--- src/rtl/modstep_pkg.sv ---
// Shared types for the modulo step counter.
// Assumes nothing beyond IEEE 1800-2017.
package modstep_pkg;

    // Which wrap rule applies for the currently active limit
    typedef enum logic [1:0] {
        WRAP_FREE = 2'd0,   // zero limit: plain two's-complement wrap
        WRAP_MOD  = 2'd1,   // positive limit: remainder of the wide sum
        WRAP_NEG  = 2'd2    // negative limit: wrap, then subtract limit
    } wrap_mode_e;

    // Classify the limit from its zero and sign flags
    function automatic wrap_mode_e pick_mode(input logic is_zero, input logic is_neg);
        if (is_zero)
            return WRAP_FREE;
        else if (is_neg)
            return WRAP_NEG;
        else
            return WRAP_MOD;
    endfunction

endpackage

--- src/rtl/modstep_cfg_reg.sv ---
// Holds the active step and limit of the counter.
// The register takes the parameter defaults on reset and the port values on a load strobe.
// Assumes the caller gives legal values: a positive step and a limit that is consistent with it.
module modstep_cfg_reg #(
    parameter int          W          = 8,
    parameter logic [W-1:0] STEP_INIT  = 1,
    parameter logic [W-1:0] LIMIT_INIT = 100
) (
    input  logic         clk,
    input  logic         rst_n,
    input  logic         sload,
    input  logic [W-1:0] step_in,
    input  logic [W-1:0] limit_in,
    output logic [W-1:0] step_q,
    output logic [W-1:0] limit_q
);

    // Register the configuration: defaults on reset, ports on a load
    always_ff @(posedge clk) begin
        if (!rst_n) begin
            step_q  <= STEP_INIT;
            limit_q <= LIMIT_INIT;
        end else if (sload) begin
            step_q  <= step_in;
            limit_q <= limit_in;
        end
    end

    // without a load the configuration does not move
    p_cfg_hold_r4: assert property (@(posedge clk) disable iff (!rst_n)
        !sload |=> ($stable(step_q) && $stable(limit_q)))
        else $error("p_cfg_hold_r4: configuration changed without sload");

endmodule

--- src/rtl/modstep_next_calc.sv ---
// Combinational next-count calculator.
// It forms the sum one bit wider than W, then applies the wrap rule chosen by the limit:
// a remainder for a positive limit, a plain wrap for a zero limit, and, in a signed
// build only, a wrap followed by subtracting the limit for a negative limit.
// Assumes a positive step. In the positive-limit mode it also assumes the current value is non-negative.
module modstep_next_calc
    import modstep_pkg::*;
#(
    parameter int W      = 8,
    parameter bit SIGNED = 1'b1
) (
    input  logic [W-1:0] cur,
    input  logic [W-1:0] step,
    input  logic [W-1:0] limit,
    output logic [W-1:0] nxt,
    output wrap_mode_e   mode
);

    localparam int WS = W + 1;

    logic [WS-1:0] sum_wide;
    logic [W-1:0]  wrapped;
    logic [WS-1:0] divisor;
    logic [W-1:0]  mod_res;
    logic          limit_zero;
    logic          lim_neg;
    logic [W-1:0]  neg_res;

    // Wide sum keeps the carry that a W-bit adder would drop
    assign sum_wide   = {1'b0, cur} + {1'b0, step};
    assign wrapped    = sum_wide[W-1:0];
    assign limit_zero = (limit == '0);
    // Guard the divisor so a zero limit never divides by zero
    assign divisor    = limit_zero ? WS'(1) : {1'b0, limit};
    assign mod_res    = W'(sum_wide % divisor);

    // The signedness parameter decides whether the negative-limit path exists
    generate
        if (SIGNED) begin : g_signed
            logic reached;
            // The wrapped sum is negative and has reached or passed the limit
            assign reached = wrapped[W-1] && ($signed(wrapped) >= $signed(limit));
            assign lim_neg = limit[W-1];
            assign neg_res = reached ? (wrapped - limit) : wrapped;
        end else begin : g_unsigned
            assign lim_neg = 1'b0;
            assign neg_res = wrapped;
        end
    endgenerate

    // Select the wrap rule and the matching result
    always_comb begin
        mode = pick_mode(limit_zero, lim_neg);
        case (mode)
            WRAP_MOD: nxt = mod_res;
            WRAP_NEG: nxt = neg_res;
            default:  nxt = wrapped;
        endcase
    end

endmodule

--- src/rtl/modstep_counter.sv ---
// Runtime-loadable modulo step counter, top level.
// The count register restarts at the start port on a load strobe. The strobe wins over the enable.
// On an enabled cycle the register advances by the active step under the active wrap rule.
// Assumes the caller gives a positive step and a legal start for the chosen limit.
module modstep_counter
    import modstep_pkg::*;
#(
    parameter int           W          = 8,
    parameter bit           SIGNED     = 1'b1,
    parameter logic [W-1:0] START_INIT = 0,
    parameter logic [W-1:0] STEP_INIT  = 1,
    parameter logic [W-1:0] LIMIT_INIT = 100
) (
    input  logic         clk,
    input  logic         rst_n,
    input  logic         en,
    input  logic         sload,
    input  logic [W-1:0] start,
    input  logic [W-1:0] step,
    input  logic [W-1:0] limit,
    output logic [W-1:0] value
);

    logic [W-1:0] step_q;
    logic [W-1:0] limit_q;
    logic [W-1:0] nxt;
    wrap_mode_e   mode;

    modstep_cfg_reg #(
        .W          (W),
        .STEP_INIT  (STEP_INIT),
        .LIMIT_INIT (LIMIT_INIT)
    ) u_cfg (
        .clk      (clk),
        .rst_n    (rst_n),
        .sload    (sload),
        .step_in  (step),
        .limit_in (limit),
        .step_q   (step_q),
        .limit_q  (limit_q)
    );

    modstep_next_calc #(
        .W      (W),
        .SIGNED (SIGNED)
    ) u_calc (
        .cur   (value),
        .step  (step_q),
        .limit (limit_q),
        .nxt   (nxt),
        .mode  (mode)
    );

    // Count register: reset, then load, then advance
    always_ff @(posedge clk) begin
        if (!rst_n)
            value <= START_INIT;
        else if (sload)
            value <= start;
        else if (en)
            value <= nxt;
    end

    // reset restores the start default
    p_reset_start_r1: assert property (@(posedge clk)
        !rst_n |=> (value == START_INIT))
        else $error("p_reset_start_r1: value not at start default after reset");

    // an idle cycle holds the count
    p_idle_hold_r2: assert property (@(posedge clk) disable iff (!rst_n)
        (!sload && !en) |=> $stable(value))
        else $error("p_idle_hold_r2: value moved on an idle cycle");

    // a load places the start port into the count, even when en is high
    p_load_start_r3: assert property (@(posedge clk) disable iff (!rst_n)
        sload |=> (value == $past(start)))
        else $error("p_load_start_r3: value differs from loaded start");

    // in remainder mode the new count stays below the limit
    p_mod_range_r5: assert property (@(posedge clk) disable iff (!rst_n)
        (en && !sload && mode == WRAP_MOD) |=> (value < $past(limit_q)))
        else $error("p_mod_range_r5: count not below positive limit");

    // after a negative-limit step the count never lies in [limit, -1]
    p_neg_exit_r6: assert property (@(posedge clk) disable iff (!rst_n)
        (en && !sload && mode == WRAP_NEG) |=>
            !(value[W-1] && ($signed(value) >= $signed($past(limit_q)))))
        else $error("p_neg_exit_r6: count left inside the corrected band");

    // with a zero limit the count advances by exactly the step
    p_free_wrap_r8: assert property (@(posedge clk) disable iff (!rst_n)
        (en && !sload && mode == WRAP_FREE) |=> (value == W'($past(value) + $past(step_q))))
        else $error("p_free_wrap_r8: zero-limit step mismatch");

endmodule

--- config.mk ---
export PLATFORM = sky130hd
export DESIGN_NAME = modstep_counter
export DESIGN_NICKNAME = d
export VERILOG_FILES = /design/src/rtl/modstep_pkg.sv /design/src/rtl/modstep_cfg_reg.sv /design/src/rtl/modstep_next_calc.sv /design/src/rtl/modstep_counter.sv
export SDC_FILE = /design/constraint.sdc
export NUM_CORES = 1
export LEC_CHECK = 0
export BUFFER_PORTS_ARGS = -buffer_cell sky130_fd_sc_hd__buf_2
export CORE_UTILIZATION = 45
export DETAILED_ROUTE_END_ITERATION = 12
export PLACE_DENSITY_LB_ADDON = 0.2
export SYNTH_ARGS = -nofsm -noshare
export SYNTH_HDL_FRONTEND = slang
export SYNTH_SLANG_ARGS = --single-unit
export TNS_END_PERCENT = 100
--- constraint.sdc ---
create_clock -name clk -period 15.6 [get_ports clk]
set_input_delay 2.34 -clock clk [delete_from_list [all_inputs] [get_ports clk]]
set_output_delay 2.34 -clock clk [all_outputs]
set_load 0.005 [all_outputs]
==> report_table.html, run 1 <==
<table>
<tr><th>Metric</th><th>Value</th></tr>
<tr><th colspan="2">Die</th></tr>
<tr><td>Die Span Y</td><td>roughly 100 um</td></tr>
<tr><td>Starting utilization of the core area</td><td>between 40% and 50%</td></tr>
<tr><td>Row count</td><td>35</td></tr>
<tr><td>DIE WIDTH</td><td>~100 um</td></tr>
<tr><td>Full die area</td><td>~0.01 sq mm</td></tr>
<tr><td>IO Count</td><td>36</td></tr>
<tr><td>Floorplan Core Area</td><td>between 0.009 and 0.01 sq mm</td></tr>
<tr><th colspan="2">Setup path</th></tr>
<tr><td>Max FO, Critical Path</td><td>14</td></tr>
<tr><td>Worst r2r dst</td><td>value[6]</td></tr>
<tr><td>Startpoint-to-endpoint class of the critical path</td><td>register to register</td></tr>
<tr><td>Critical R2R Launch</td><td>value[0]</td></tr>
<tr><td>Buffering stage count on the worst path with inverters included</td><td>5</td></tr>
<tr><td>Peak per-stage delay on the critical path</td><td>about 0.47 ns</td></tr>
<tr><td>Required @ worst endpoint</td><td>between 15 and 20 ns</td></tr>
<tr><td>Cells on worst reg2reg path</td><td>62</td></tr>
<tr><td>Most used cell along the critical path</td><td>sky130_fd_sc_hd__ha_1</td></tr>
<tr><td>Kind of launch point of the worst setup path</td><td>register</td></tr>
<tr><td>Slowest cell on crit path</td><td>sky130_fd_sc_hd__o41a_1</td></tr>
<tr><td>Crit-path leading delay family</td><td>compound AO/OA/AOI/OAI gates</td></tr>
<tr><td>Setup crit end kind</td><td>register</td></tr>
<tr><td>CP arrival</td><td>between 10 and 15 ns</td></tr>
<tr><td>Reg-to-reg setup timing slack</td><td>0.95 ns</td></tr>
<tr><th colspan="2">Logic synthesis</th></tr>
<tr><td>Syn avg cell area</td><td>roughly 7.6 sq um</td></tr>
<tr><td>Post-synth top flop</td><td>sky130_fd_sc_hd__dfxtp_1</td></tr>
<tr><td>Synth Area in XOR/XNOR</td><td>under 10%</td></tr>
<tr><td>Post-Synth Simple-Gate Area</td><td>a little under a quarter</td></tr>
<tr><td>Sequential area share after synthesis</td><td>roughly 11%</td></tr>
<tr><td>Yosys cell types</td><td>between 70 and 80</td></tr>
<tr><td>Async set or reset register ratio after synthesis</td><td>0%</td></tr>
<tr><td>Post-Synth Adder-Cell Area</td><td>roughly a fifth</td></tr>
<tr><td>Compound-Gate Fraction of Synth Area</td><td>between 20% and 30%</td></tr>
<tr><td>Yosys warning total</td><td>0</td></tr>
<tr><td>Flops &amp; latches, synth</td><td>24</td></tr>
<tr><td>Main combinational cell family by area after synthesis</td><td>compound AO/OA/AOI/OAI gates</td></tr>
<tr><td>Cell Area, Synth</td><td>roughly 0.0043 sq mm</td></tr>
<tr><td>Gate count of the mapped netlist</td><td>566</td></tr>
<tr><td>Multiplexer area fraction after synthesis</td><td>under 10%</td></tr>
<tr><td>Nets in the synthesized netlist</td><td>roughly 660</td></tr>
<tr><td>Number of enable-type register cells in the synthesized netlist</td><td>0</td></tr>
<tr><th colspan="2">Timing</th></tr>
<tr><td>Fin. Hold Viols</td><td>0</td></tr>
<tr><td>Clock period minus worst slack</td><td>14.65 ns</td></tr>
<tr><td>Slew @ Worst Pin</td><td>0.889 ns</td></tr>
<tr><td>Final worst path period share</td><td>93.9%</td></tr>
<tr><td>Slew HR</td><td>around two fifths</td></tr>
<tr><td>Max Clk Rate</td><td>around 0.07 GHz</td></tr>
<tr><td>Clock Skews</td><td>approximately 0.0037 ns</td></tr>
<tr><td>Sum of negative setup slack</td><td>0 ns</td></tr>
<tr><td>Pins over their slew limit</td><td>0</td></tr>
<tr><td>Endpoints failing setup</td><td>0</td></tr>
<tr><td>Hold slack final</td><td>~0.52 ns</td></tr>
<tr><th colspan="2">Global routing</th></tr>
<tr><td>Total Routing Usage GR</td><td>between 20% and 30%</td></tr>
<tr><td>Number of global-route vias before repair</td><td>slightly above 4000</td></tr>
<tr><td>Overall overflow remaining after global route</td><td>0</td></tr>
<tr><td>Wire length of the first global-routing pass</td><td>approximately 21000 um</td></tr>
<tr><td>Number of antenna violations at the first check in global routing</td><td>0</td></tr>
<tr><td>Maximum number of pins on one net before global-route repair</td><td>35</td></tr>
<tr><th colspan="2">Cells and area</th></tr>
<tr><td>Total Nets Final</td><td>roughly 690</td></tr>
<tr><td>Most common library cell in the layout ignoring fill and taps</td><td>sky130_fd_sc_hd__ha_1</td></tr>
<tr><td>Share of post-route cells with drive strength above 1</td><td>between 10% and 20%</td></tr>
<tr><td>Commonest non-fill, non-tap cells in the layout</td><td>sky130_fd_sc_hd__ha_1 (60), sky130_fd_sc_hd__nor2_1 (49), sky130_fd_sc_hd__nand2_1 (41)</td></tr>
<tr><td>Fillers</td><td>roughly 910</td></tr>
<tr><td>Number of antenna cells inserted</td><td>0</td></tr>
<tr><td>Synth-to-layout area growth</td><td>10.5%</td></tr>
<tr><td>Number of standard cells in the layout, taps in and fillers out</td><td>a little over 700</td></tr>
<tr><td>Final design utilization</td><td>slightly above 50%</td></tr>
<tr><th colspan="2">Clocking</th></tr>
<tr><td>Worst-Skew Late Latency</td><td>0.28 ns</td></tr>
<tr><td>CTS tree</td><td>built</td></tr>
<tr><td>Number of hold buffers added after cts</td><td>0</td></tr>
<tr><td>TritonCTS Sinks</td><td>24</td></tr>
<tr><td>Clk root buf</td><td>sky130_fd_sc_hd__clkbuf_8</td></tr>
<tr><td>H-tree lvl count</td><td>1</td></tr>
<tr><td>Number of buffers inserted during clock tree synthesis</td><td>3</td></tr>
<tr><td>Maximum number of buffers from clock root to sink</td><td>2</td></tr>
<tr><td>Clock-pin transition on the worst setup and hold timing paths</td><td>around 0.090 ns</td></tr>
<tr><th colspan="2">Run</th></tr>
<tr><td>Maxcap violations</td><td>0</td></tr>
<tr><th colspan="2">Detailed routing</th></tr>
<tr><td>Pre-antenna DRT Iters</td><td>5</td></tr>
<tr><td>Post-detailed-route count of antenna-violating nets</td><td>0</td></tr>
<tr><td>First DRT Iteration DRCs</td><td>260</td></tr>
<tr><td>Detailed-route vias per instance</td><td>6.13</td></tr>
<tr><td>Via count</td><td>between 4000 and 5000</td></tr>
<tr><td>DRC errors left</td><td>0</td></tr>
<tr><td>WL final</td><td>about 13000 um</td></tr>
<tr><td>Drt wl/cell</td><td>roughly 18 um</td></tr>
<tr><th colspan="2">Placed design</th></tr>
<tr><td>Number of buffer cells added on primary ports</td><td>35</td></tr>
<tr><td>Post-detail-place hpwl</td><td>10300 um</td></tr>
<tr><td>Placer Congestion</td><td>between 0.9 and 1</td></tr>
<tr><td>Placed cell count</td><td>roughly 720</td></tr>
<tr><th colspan="2">Power and ir drop</th></tr>
<tr><td>PwrDens</td><td>252 mW/mm^2</td></tr>
<tr><td>IR drop worst, VDD</td><td>between 0.0002 and 0.0003 V</td></tr>
<tr><td>Lkg Pwr</td><td>around 2.1 nW</td></tr>
<tr><th colspan="2">Hold path</th></tr>
<tr><td>Hold Startpoint</td><td>u_cfg.step_q[0]</td></tr>
<tr><td>Class of the most critical hold timing path</td><td>register to register</td></tr>
<tr><td>Hold-critical path depth</td><td>2</td></tr>
<tr><td>Worst Hold End</td><td>u_cfg.step_q[0]</td></tr>
<tr><th colspan="2">Status</th></tr>
<tr><td>Result of the run</td><td>complete, no violations</td></tr>
</table>
how the worst max path moves through the flow:
stage	startpoint	cells past startpoint	slack (ns)	end
final	value[0]	62	0.95	value[6]
after global routing	value[0]	62	-0.08	value[6]
after detailed placement	value[0]	62	0.29	value[1]
after CTS	value[0]	62	0.21	value[1]
after floorplan	value[0]	59	2.26	value[1]
after global placement	value[0]	62	0.60	value[1]
cell usage after synthesis (all sizes together), types with 6 or more instances:
cell	n	area, sq um
a21oi	30	150
a211oi	15	118
nor3	23	115
o21a	14	105
and2	6	37.5
xnor2	16	159
nand2b	7	43.8
nand4	7	43.8
a21o	12	90.1
o211ai	11	82.6
mux2i	25	250
inv	37	139
mux2	7	78.8
nor2b	23	144
nand3	6	30.0
nand2	41	154
ha	60	751
o21ai	44	228
dfxtp	24	480
clkbuf	12	45.0
xor2	8	70.1
nor2	50	188
through the flow:
step | area (sq um) | worst slack [ns] | power [mW]
floorplan | 4310 | 2.26 | 0.886
global placement | 4590 | 0.604 | 1.09
detailed placement | 4590 | 0.290 | 1.10
CTS | 4650 | 0.213 | 1.15
global route | 4760 | -0.0809 | 1.32
finish | 4760 | 0.945 | 1.20
cells by family after synthesis:
group / count (synthesis)
AOI/OAI and AO/OA: 177
xor gates and xnor gates: 24
adders and majority gates: 64
buffers and inverters: 53
DFF: 24
muxes: 32
and+or+nand+nor: 192
power breakdown:
group	switching [mW]	leakage [nW]	internal [mW]
Sequential	0.0154	0.198	0.0725
Clock	0.0225	0.0288	0.0226
Combinational	0.618	1.89	0.448
Total	0.656	2.12	0.543
final cells by class:
type	instances	area, sq um	share of cell area [%]
clock buffers	4	55.1	1.16
inverters	38	143	3.00
repair buffers	39	205	4.31
flip-flops and latches	24	480	10.1
well taps	129	161	3.39
multi-input cells	489	3710	78.0
tightest hold or removal path: cells and delay by family, from the launching register on:
kind             cells  cell delay, ns
DFF                  1            0.36
and+or+nand+nor      1            0.06
muxes                1            0.08
metal layers:
layer  up-vias  GRT usage, %  routed length (um)
met4         0          6.90                 246
met3        25          2.16                 521
met5         -             0                   0
met1      2100          37.4                6360
met2       131          41.2                5810
li1       2177             -                   -
flip-flops by register name, indices dropped and copies added (netlist names):
signal and flops:
u_cfg.limit_q 8, u_cfg.step_q 8, value 8
timing repair:
| item | 4_1_cts | 5_1_grt |
|---|---|---|
| endpoints found under the setup margin | 0 | 8 |
| buffers inserted | 0 | 1 |
| resized for setup | 0 | 21 |
No activity file was read; power rests on OpenSTA's default activity.
==> run 2: changes to the inputs <==
Settings changed: CORE_UTILIZATION 45 to 50, SETUP_SLACK_MARGIN from default to 0.05.
==> run 2 against run 1 <==
  * Design area fell by 0.84%
  * Total power is essentially flat
  * Sequential power rose by 0.9%
  * Critical path depth shrank 1
  * Critical endpoint is now value[1]
  * Highest routed layer unchanged
==> report_table.html, run 2 (synthesized netlist as in run 1, its figures left out) <==
<table>
<tr><th>Metric</th><th>Value</th></tr>
<tr><th colspan="2">Status</th></tr>
<tr><td>Result of the run</td><td>complete, no violations</td></tr>
<tr><th colspan="2">Cells and area</th></tr>
<tr><td>Most common library cell in the layout ignoring fill and taps</td><td>sky130_fd_sc_hd__ha_1</td></tr>
<tr><td>Finished layout cell area</td><td>between 0.004 and 0.005 sq mm</td></tr>
<tr><td>Number of antenna cells inserted</td><td>0</td></tr>
<tr><td>Synth-to-layout area growth</td><td>9.56%</td></tr>
<tr><td>Leading registers by flop count</td><td>u_cfg.limit_q (8), u_cfg.step_q (8), value (8)</td></tr>
<tr><td>Commonest non-fill, non-tap cells in the layout</td><td>sky130_fd_sc_hd__ha_1 (60), sky130_fd_sc_hd__nor2_1 (49), sky130_fd_sc_hd__o21ai_0 (40), sky130_fd_sc_hd__nand2_1 (40), sky130_fd_sc_hd__inv_1 (36)</td></tr>
<tr><td>Total Nets Final</td><td>~680</td></tr>
<tr><td>Share of post-route cells with drive strength above 1</td><td>14.0%</td></tr>
<tr><th colspan="2">Clocking</th></tr>
<tr><td>Maximum number of buffers from clock root to sink</td><td>2</td></tr>
<tr><td>TritonCTS Sinks</td><td>24</td></tr>
<tr><td>Worst-Skew Late Latency</td><td>0.28 ns</td></tr>
<tr><td>Clk root buf</td><td>sky130_fd_sc_hd__clkbuf_8</td></tr>
<tr><td>CTS tree</td><td>built</td></tr>
<tr><td>Clock-pin transition on the worst setup and hold timing paths</td><td>about 0.09 ns</td></tr>
<tr><td>H-tree lvl count</td><td>1</td></tr>
<tr><td>Number of buffers inserted during clock tree synthesis</td><td>3</td></tr>
<tr><th colspan="2">Detailed routing</th></tr>
<tr><td>WL final</td><td>roughly 13000 um</td></tr>
<tr><td>Drt wl/cell</td><td>around 18 um</td></tr>
<tr><td>Pre-antenna DRT Iters</td><td>5</td></tr>
<tr><td>Post-detailed-route count of antenna-violating nets</td><td>0</td></tr>
<tr><td>Via count</td><td>around 4500</td></tr>
<tr><td>Detailed-route vias per instance</td><td>about 6.4</td></tr>
<tr><td>First DRT Iteration DRCs</td><td>about 240</td></tr>
<tr><td>DRC errors left</td><td>0</td></tr>
<tr><th colspan="2">Setup path</th></tr>
<tr><td>Startpoint-to-endpoint class of the critical path</td><td>register to register</td></tr>
<tr><td>Max FO, Critical Path</td><td>14</td></tr>
<tr><td>Critical R2R Launch</td><td>value[0]</td></tr>
<tr><td>Setup crit end kind</td><td>register</td></tr>
<tr><td>Worst r2r dst</td><td>value[1]</td></tr>
<tr><td>Slowest cell on crit path</td><td>sky130_fd_sc_hd__o41a_1</td></tr>
<tr><td>Most used cell along the critical path</td><td>sky130_fd_sc_hd__ha_1</td></tr>
<tr><td>Buffering stage count on the worst path with inverters included</td><td>4</td></tr>
<tr><td>Crit-path leading delay family</td><td>compound AO/OA/AOI/OAI gates</td></tr>
<tr><td>Peak per-stage delay on the critical path</td><td>slightly below 0.5 ns</td></tr>
<tr><td>Kind of launch point of the worst setup path</td><td>register</td></tr>
<tr><td>Cells on worst reg2reg path</td><td>about 60</td></tr>
<tr><td>Beginning of the critical path</td><td>value[0]</td></tr>
<tr><td>WP depth</td><td>a little over 60</td></tr>
<tr><td>Required @ worst endpoint</td><td>between 15 and 20 ns</td></tr>
<tr><td>Crit path capture</td><td>value[1]</td></tr>
<tr><td>CP arrival</td><td>between 10 and 15 ns</td></tr>
<tr><td>Reg-to-reg setup timing slack</td><td>between 1 and 1.5 ns</td></tr>
<tr><th colspan="2">Placed design</th></tr>
<tr><td>Number of buffer cells added on primary ports</td><td>35</td></tr>
<tr><td>Post-DP Area</td><td>around 0.0045 sq mm</td></tr>
<tr><td>Placer Congestion</td><td>around 0.97</td></tr>
<tr><td>Post-detail-place hpwl</td><td>between 10000 and 15000 um</td></tr>
<tr><th colspan="2">Run</th></tr>
<tr><td>Maxcap violations</td><td>0</td></tr>
<tr><th colspan="2">Power and ir drop</th></tr>
<tr><td>Combinational fraction of design power</td><td>between 80% and 90%</td></tr>
<tr><td>Switching fraction of total power</td><td>between 50% and 60%</td></tr>
<tr><td>Pint</td><td>~550 uW</td></tr>
<tr><td>P_sw</td><td>~650 uW</td></tr>
<tr><td>Clock network fraction of total power</td><td>between 4 and 5%</td></tr>
<tr><td>Proportion of power drawn by flip-flops and latches</td><td>roughly 7.4%</td></tr>
<tr><td>IR drop worst, VDD</td><td>between 0.0002 and 0.00025 V</td></tr>
<tr><td>PwrDens</td><td>254 mW/mm^2</td></tr>
<tr><td>Total design power</td><td>1.20 mW</td></tr>
<tr><td>Lkg Pwr</td><td>between 2 and 2.5 nW</td></tr>
<tr><th colspan="2">Timing</th></tr>
<tr><td>Sum of negative setup slack</td><td>0 ns</td></tr>
<tr><td>Fin. Hold Viols</td><td>0</td></tr>
<tr><td>Clock Skews</td><td>0.00746 ns</td></tr>
<tr><td>Max Clk Rate</td><td>between 0.06 and 0.07 GHz</td></tr>
<tr><td>Slew HR</td><td>approximately 44%</td></tr>
<tr><td>Unrepaired setup endpoints after global routing</td><td>false</td></tr>
<tr><td>Slew @ Worst Pin</td><td>a little over 0.8 ns</td></tr>
<tr><td>Endpoints failing setup</td><td>0</td></tr>
<tr><td>Clock period minus worst slack</td><td>~15 ns</td></tr>
<tr><td>Final worst path period share</td><td>between 90% and 100%</td></tr>
<tr><td>Pins over their slew limit</td><td>0</td></tr>
<tr><th colspan="2">Global routing</th></tr>
<tr><td>Wire length of the first global-routing pass</td><td>around 20000 um</td></tr>
<tr><td>Number of global-route vias before repair</td><td>about 4000</td></tr>
<tr><td>Overall overflow remaining after global route</td><td>0</td></tr>
<tr><td>Number of antenna violations at the first check in global routing</td><td>0</td></tr>
<tr><td>Total Routing Usage GR</td><td>between 20% and 30%</td></tr>
<tr><td>Maximum number of pins on one net before global-route repair</td><td>35</td></tr>
<tr><th colspan="2">Die</th></tr>
<tr><td>IO Count</td><td>36</td></tr>
<tr><td>DIE WIDTH</td><td>between 90 and 100 um</td></tr>
<tr><td>Floorplan Core Area</td><td>just over 0.008 sq mm</td></tr>
<tr><td>Row count</td><td>33</td></tr>
<tr><td>Die Span Y</td><td>94.8 um</td></tr>
<tr><td>Starting utilization of the core area</td><td>a little over half</td></tr>
<tr><td>Full die area</td><td>between 0.008 and 0.009 sq mm</td></tr>
<tr><th colspan="2">Hold path</th></tr>
<tr><td>Class of the most critical hold timing path</td><td>register to register</td></tr>
</table>
run 2: cell type report:
cell class	instances	area [sq um]
inverter	38	143
sequential	24	480
multi-input combinational	489	3700
clock buffer	3	41.3
timing repair buffer	37	190
fill	810	3540
tap	105	131
clock inverter	1	30.0
run 2: worst min-delay path by stage:
stage                                  to  cells past startpoint             from
final                     u_cfg.step_q[0]                      2  u_cfg.step_q[0]
after global routing      u_cfg.step_q[0]                      2  u_cfg.step_q[0]
after CTS                 u_cfg.step_q[0]                      2  u_cfg.step_q[0]
after detailed placement  u_cfg.step_q[0]                      2  u_cfg.step_q[0]
after global placement    u_cfg.step_q[5]                      2  u_cfg.step_q[5]
after floorplan           u_cfg.step_q[0]                      2  u_cfg.step_q[0]
run 2: per-layer routing:
layer	GRT usage, %	part of all wire (%)
met1	39.8	47
met2	44.8	45
met3	3.54	6.3
met4	7.58	2.2
met5	2.98	0
run 2: repair_timing:
action | CTS | global route
setup endpoints to repair | 0 | 8
buffers inserted | 0 | 1
gates resized for setup | 0 | 18
hold buffers | 0 | 0
run 2: worst reg2reg max path: cells and delay by family (launching register included):
kind | cells | cell delay, ns
fa+ha+maj | 11 | 3.27
flops | 1 | 0.33
simple gates | 15 | 2.63
mux | 3 | 0.93
compound gates | 28 | 6.96
buf+inv | 4 | 0.36
run 2: metrics by stage:
step	instances	hold slack (ns)	worst slack, ns	utilization, %
after global placement	692	0.505	0.484	55.1
after floorplan	566	0.446	2.26	-
final	697	0.537	1.03	57.1
after detailed placement	692	0.508	0.197	55.1
after CTS	696	0.531	0.163	55.9
after global routing	697	0.553	0.117	57.1
run 2: power groups by stage:
stage,clock (mW),combinational (mW),sequential [mW]
2_1_floorplan,0,0.803,0.0832
3_3_place_gp,0,0.990,0.0888
3_5_place_dp,0,1.00,0.0890
4_1_cts,0.0580,1.01,0.0876
5_1_grt,0.0607,1.16,0.0890
6_report,0.0565,1.05,0.0887
==> run 3: changes to the inputs <==
Settings changed: CORE_MARGIN from default to 2, CORE_UTILIZATION 50 to 40, SETUP_SLACK_MARGIN 0.05 to default.
==> run 3 against run 2 <==
  * Largest power group unchanged
  * Critical path type unchanged
  * Utilization shrank 11 points
  * Sequential power shrank 0.8%
  * Largest cell class unchanged
  * First-iteration DRC count shrank 4.6%
  * Worst setup slack gained 0.039 ns
  * Cell count grew 4.7%
  * Clock skew shrank 0.0036 ns
  * Critical path depth shrank 1
  * Design area grew 0.34%
  * Clock power shrank 21%
==> report_table.html, run 3 (synthesized netlist as in run 1, its figures left out) <==
<table>
<tr><th>Metric</th><th>Value</th></tr>
<tr><th colspan="2">Timing</th></tr>
<tr><td>Pins over their slew limit</td><td>0</td></tr>
<tr><td>Clock Skews</td><td>between 0.003 and 0.004 ns</td></tr>
<tr><td>Final worst path period share</td><td>between 90% and 100%</td></tr>
<tr><td>Endpoints failing setup</td><td>0</td></tr>
<tr><td>Clock period minus worst slack</td><td>14.53 ns</td></tr>
<tr><td>Slew HR</td><td>44.3%</td></tr>
<tr><td>Post-layout worst setup margin</td><td>1.07 ns</td></tr>
<tr><td>Max Clk Rate</td><td>a little under 0.07 GHz</td></tr>
<tr><td>Fin. Hold Viols</td><td>0</td></tr>
<tr><td>Sum of negative setup slack</td><td>0 ns</td></tr>
<tr><td>Unrepaired setup endpoints after global routing</td><td>false</td></tr>
<tr><td>Slew @ Worst Pin</td><td>roughly 0.83 ns</td></tr>
<tr><th colspan="2">Detailed routing</th></tr>
<tr><td>DRC errors left</td><td>0</td></tr>
<tr><td>Drt wl/cell</td><td>about 18 um</td></tr>
<tr><td>Pre-antenna DRT Iters</td><td>5</td></tr>
<tr><td>First DRT Iteration DRCs</td><td>230</td></tr>
<tr><td>Detailed-route vias per instance</td><td>around 6</td></tr>
<tr><td>Post-detailed-route count of antenna-violating nets</td><td>0</td></tr>
<tr><td>Via count</td><td>~4300</td></tr>
<tr><td>WL final</td><td>13000 um</td></tr>
<tr><th colspan="2">Global routing</th></tr>
<tr><td>Maximum number of pins on one net before global-route repair</td><td>35</td></tr>
<tr><td>Total Routing Usage GR</td><td>between 20% and 30%</td></tr>
<tr><td>Number of antenna violations at the first check in global routing</td><td>0</td></tr>
<tr><td>Overall overflow remaining after global route</td><td>0</td></tr>
<tr><td>Number of global-route vias before repair</td><td>4192</td></tr>
<tr><td>Wire length of the first global-routing pass</td><td>about 21000 um</td></tr>
<tr><th colspan="2">Setup path</th></tr>
<tr><td>Reg-to-reg setup timing slack</td><td>about 1.1 ns</td></tr>
<tr><td>Beginning of the critical path</td><td>value[0]</td></tr>
<tr><td>Kind of launch point of the worst setup path</td><td>register</td></tr>
<tr><td>Crit-path leading delay family</td><td>compound AO/OA/AOI/OAI gates</td></tr>
<tr><td>WP depth</td><td>60</td></tr>
<tr><td>Max FO, Critical Path</td><td>14</td></tr>
<tr><td>Setup crit end kind</td><td>register</td></tr>
<tr><td>Most used cell along the critical path</td><td>sky130_fd_sc_hd__ha_1</td></tr>
<tr><td>Startpoint-to-endpoint class of the critical path</td><td>register to register</td></tr>
<tr><td>Worst r2r dst</td><td>value[6]</td></tr>
<tr><td>CP arrival</td><td>roughly 15 ns</td></tr>
<tr><td>Critical R2R Launch</td><td>value[0]</td></tr>
<tr><td>Peak per-stage delay on the critical path</td><td>0.45 ns</td></tr>
<tr><td>Buffering stage count on the worst path with inverters included</td><td>4</td></tr>
<tr><td>Required @ worst endpoint</td><td>15.74 ns</td></tr>
<tr><td>Crit path capture</td><td>value[6]</td></tr>
<tr><td>Slowest cell on crit path</td><td>sky130_fd_sc_hd__a2111oi_2</td></tr>
<tr><td>Cells on worst reg2reg path</td><td>60</td></tr>
<tr><th colspan="2">Clocking</th></tr>
<tr><td>CTS tree</td><td>built</td></tr>
<tr><td>TritonCTS Sinks</td><td>24</td></tr>
<tr><td>Clock-pin transition on the worst setup and hold timing paths</td><td>roughly 0.09 ns</td></tr>
<tr><td>Worst-Skew Late Latency</td><td>0.27 ns</td></tr>
<tr><td>Maximum number of buffers from clock root to sink</td><td>2</td></tr>
<tr><td>Number of buffers inserted during clock tree synthesis</td><td>3</td></tr>
<tr><td>Post-CTS setup buffer count</td><td>0</td></tr>
<tr><td>Clk root buf</td><td>sky130_fd_sc_hd__clkbuf_8</td></tr>
<tr><td>H-tree lvl count</td><td>1</td></tr>
<tr><th colspan="2">Placed design</th></tr>
<tr><td>Post-detail-place hpwl</td><td>approximately 10000 um</td></tr>
<tr><td>Number of buffer cells added on primary ports</td><td>35</td></tr>
<tr><td>Post-DP Area</td><td>0.00461 sq mm</td></tr>
<tr><td>Worst slack after detailed placement</td><td>0.0670 ns</td></tr>
<tr><td>Placer Congestion</td><td>between 0.9 and 1</td></tr>
<tr><th colspan="2">Cells and area</th></tr>
<tr><td>Most common library cell in the layout ignoring fill and taps</td><td>sky130_fd_sc_hd__ha_1</td></tr>
<tr><td>Finished layout cell area</td><td>0.00473 sq mm</td></tr>
<tr><td>Leading registers by flop count</td><td>u_cfg.limit_q (8), u_cfg.step_q (8), value (8)</td></tr>
<tr><td>Number of antenna cells inserted</td><td>0</td></tr>
<tr><td>Synth-to-layout area growth</td><td>9.94%</td></tr>
<tr><td>Share of post-route cells with drive strength above 1</td><td>14.0%</td></tr>
<tr><td>Total Nets Final</td><td>approximately 690</td></tr>
<tr><td>Commonest non-fill, non-tap cells in the layout</td><td>sky130_fd_sc_hd__ha_1 (60), sky130_fd_sc_hd__nor2_1 (49), sky130_fd_sc_hd__nand2_1 (41)</td></tr>
<tr><th colspan="2">Die</th></tr>
<tr><td>Die Span Y</td><td>108 um</td></tr>
<tr><td>IO Count</td><td>36</td></tr>
<tr><td>DIE WIDTH</td><td>108 um</td></tr>
<tr><td>Row count</td><td>37</td></tr>
<tr><td>Floorplan Core Area</td><td>roughly 0.010 sq mm</td></tr>
<tr><td>Starting utilization of the core area</td><td>41.5%</td></tr>
<tr><td>Full die area</td><td>roughly 0.012 sq mm</td></tr>
<tr><th colspan="2">Status</th></tr>
<tr><td>Result of the run</td><td>complete, no violations</td></tr>
<tr><th colspan="2">Run</th></tr>
<tr><td>Maxcap violations</td><td>0</td></tr>
<tr><th colspan="2">Power and ir drop</th></tr>
<tr><td>IR drop worst, VDD</td><td>~0.00026 V</td></tr>
<tr><td>PwrDens</td><td>between 200 and 250 mW/mm^2</td></tr>
<tr><td>Lkg Pwr</td><td>around 2.1 nW</td></tr>
<tr><th colspan="2">Hold path</th></tr>
<tr><td>Class of the most critical hold timing path</td><td>register to register</td></tr>
</table>
[run 3: changes by cell type in the layout (fill, tap and decap cells not counted), sizes merged]
cell and delta:
buf +2, bufinv -1, clkbuf +1
[run 3: final cells by class]
class	instances	area [sq um]
tap	136	170
timing repair buffer	39	205
sequential	24	480
multi-input combinational	489	3680
clock buffer	4	55.1
fill	1057	5640
inverter	38	143
[run 3: metal layers]
metal / vias to the layer above / GRT usage (%) / share of wire (%)
met2: 116 / 36.7 / 46
met5: - / 0 / 0
met3: 25 / 2.48 / 4.8
met4: 0 / 5.68 / 2.1
met1: 2016 / 31.6 / 47
li1: 2184 / - / -
[run 3: worst min path at each step]
| stage | start | end | slack (ns) | depth (start not counted) |
|---|---|---|---|---|
| 5_1_grt | u_cfg.step_q[0] | u_cfg.step_q[0] | 0.55 | 2 |
| 6_report | u_cfg.step_q[0] | u_cfg.step_q[0] | 0.51 | 2 |
| 3_5_place_dp | u_cfg.step_q[0] | u_cfg.step_q[0] | 0.48 | 2 |
| 2_1_floorplan | u_cfg.step_q[0] | u_cfg.step_q[0] | 0.45 | 2 |
| 4_1_cts | u_cfg.step_q[0] | u_cfg.step_q[0] | 0.50 | 2 |
| 3_3_place_gp | u_cfg.step_q[0] | u_cfg.step_q[0] | 0.46 | 2 |
[run 3: what timing repair did]
| action | in CTS | in global routing |
|---|---|---|
| endpoints found under the hold margin | 0 | 0 |
| endpoints found under the setup margin | 0 | 8 |
| hold buffers | 0 | 0 |
| gates resized for setup | 0 | 15 |
[run 3: power by group]
| part | internal (mW) | switching [mW] |
|---|---|---|
| clock | 0.0226 | 0.0218 |
| sequential | 0.0725 | 0.0155 |
| combinational | 0.441 | 0.606 |
| total | 0.536 | 0.643 |
[run 3: per-stage QoR]
stage	util (%)	cells	hold slack, ns	total power, mW
after detailed placement	44.4	726	0.478	1.10
final	45.6	730	0.506	1.18
after CTS	45.0	730	0.504	1.15
after global routing	45.6	730	0.550	1.30
after floorplan	-	566	0.446	0.886
after global placement	44.4	726	0.458	1.08
[run 3: worst reg2reg max path: cells and delay by family (launching register included)]
family          cells  cell delay (ns)
buf+inv             4             0.47
mux                 3             1.18
simple gates       14             2.36
fa+ha+maj          11             3.19
compound gates     28             6.90
flops               1             0.35
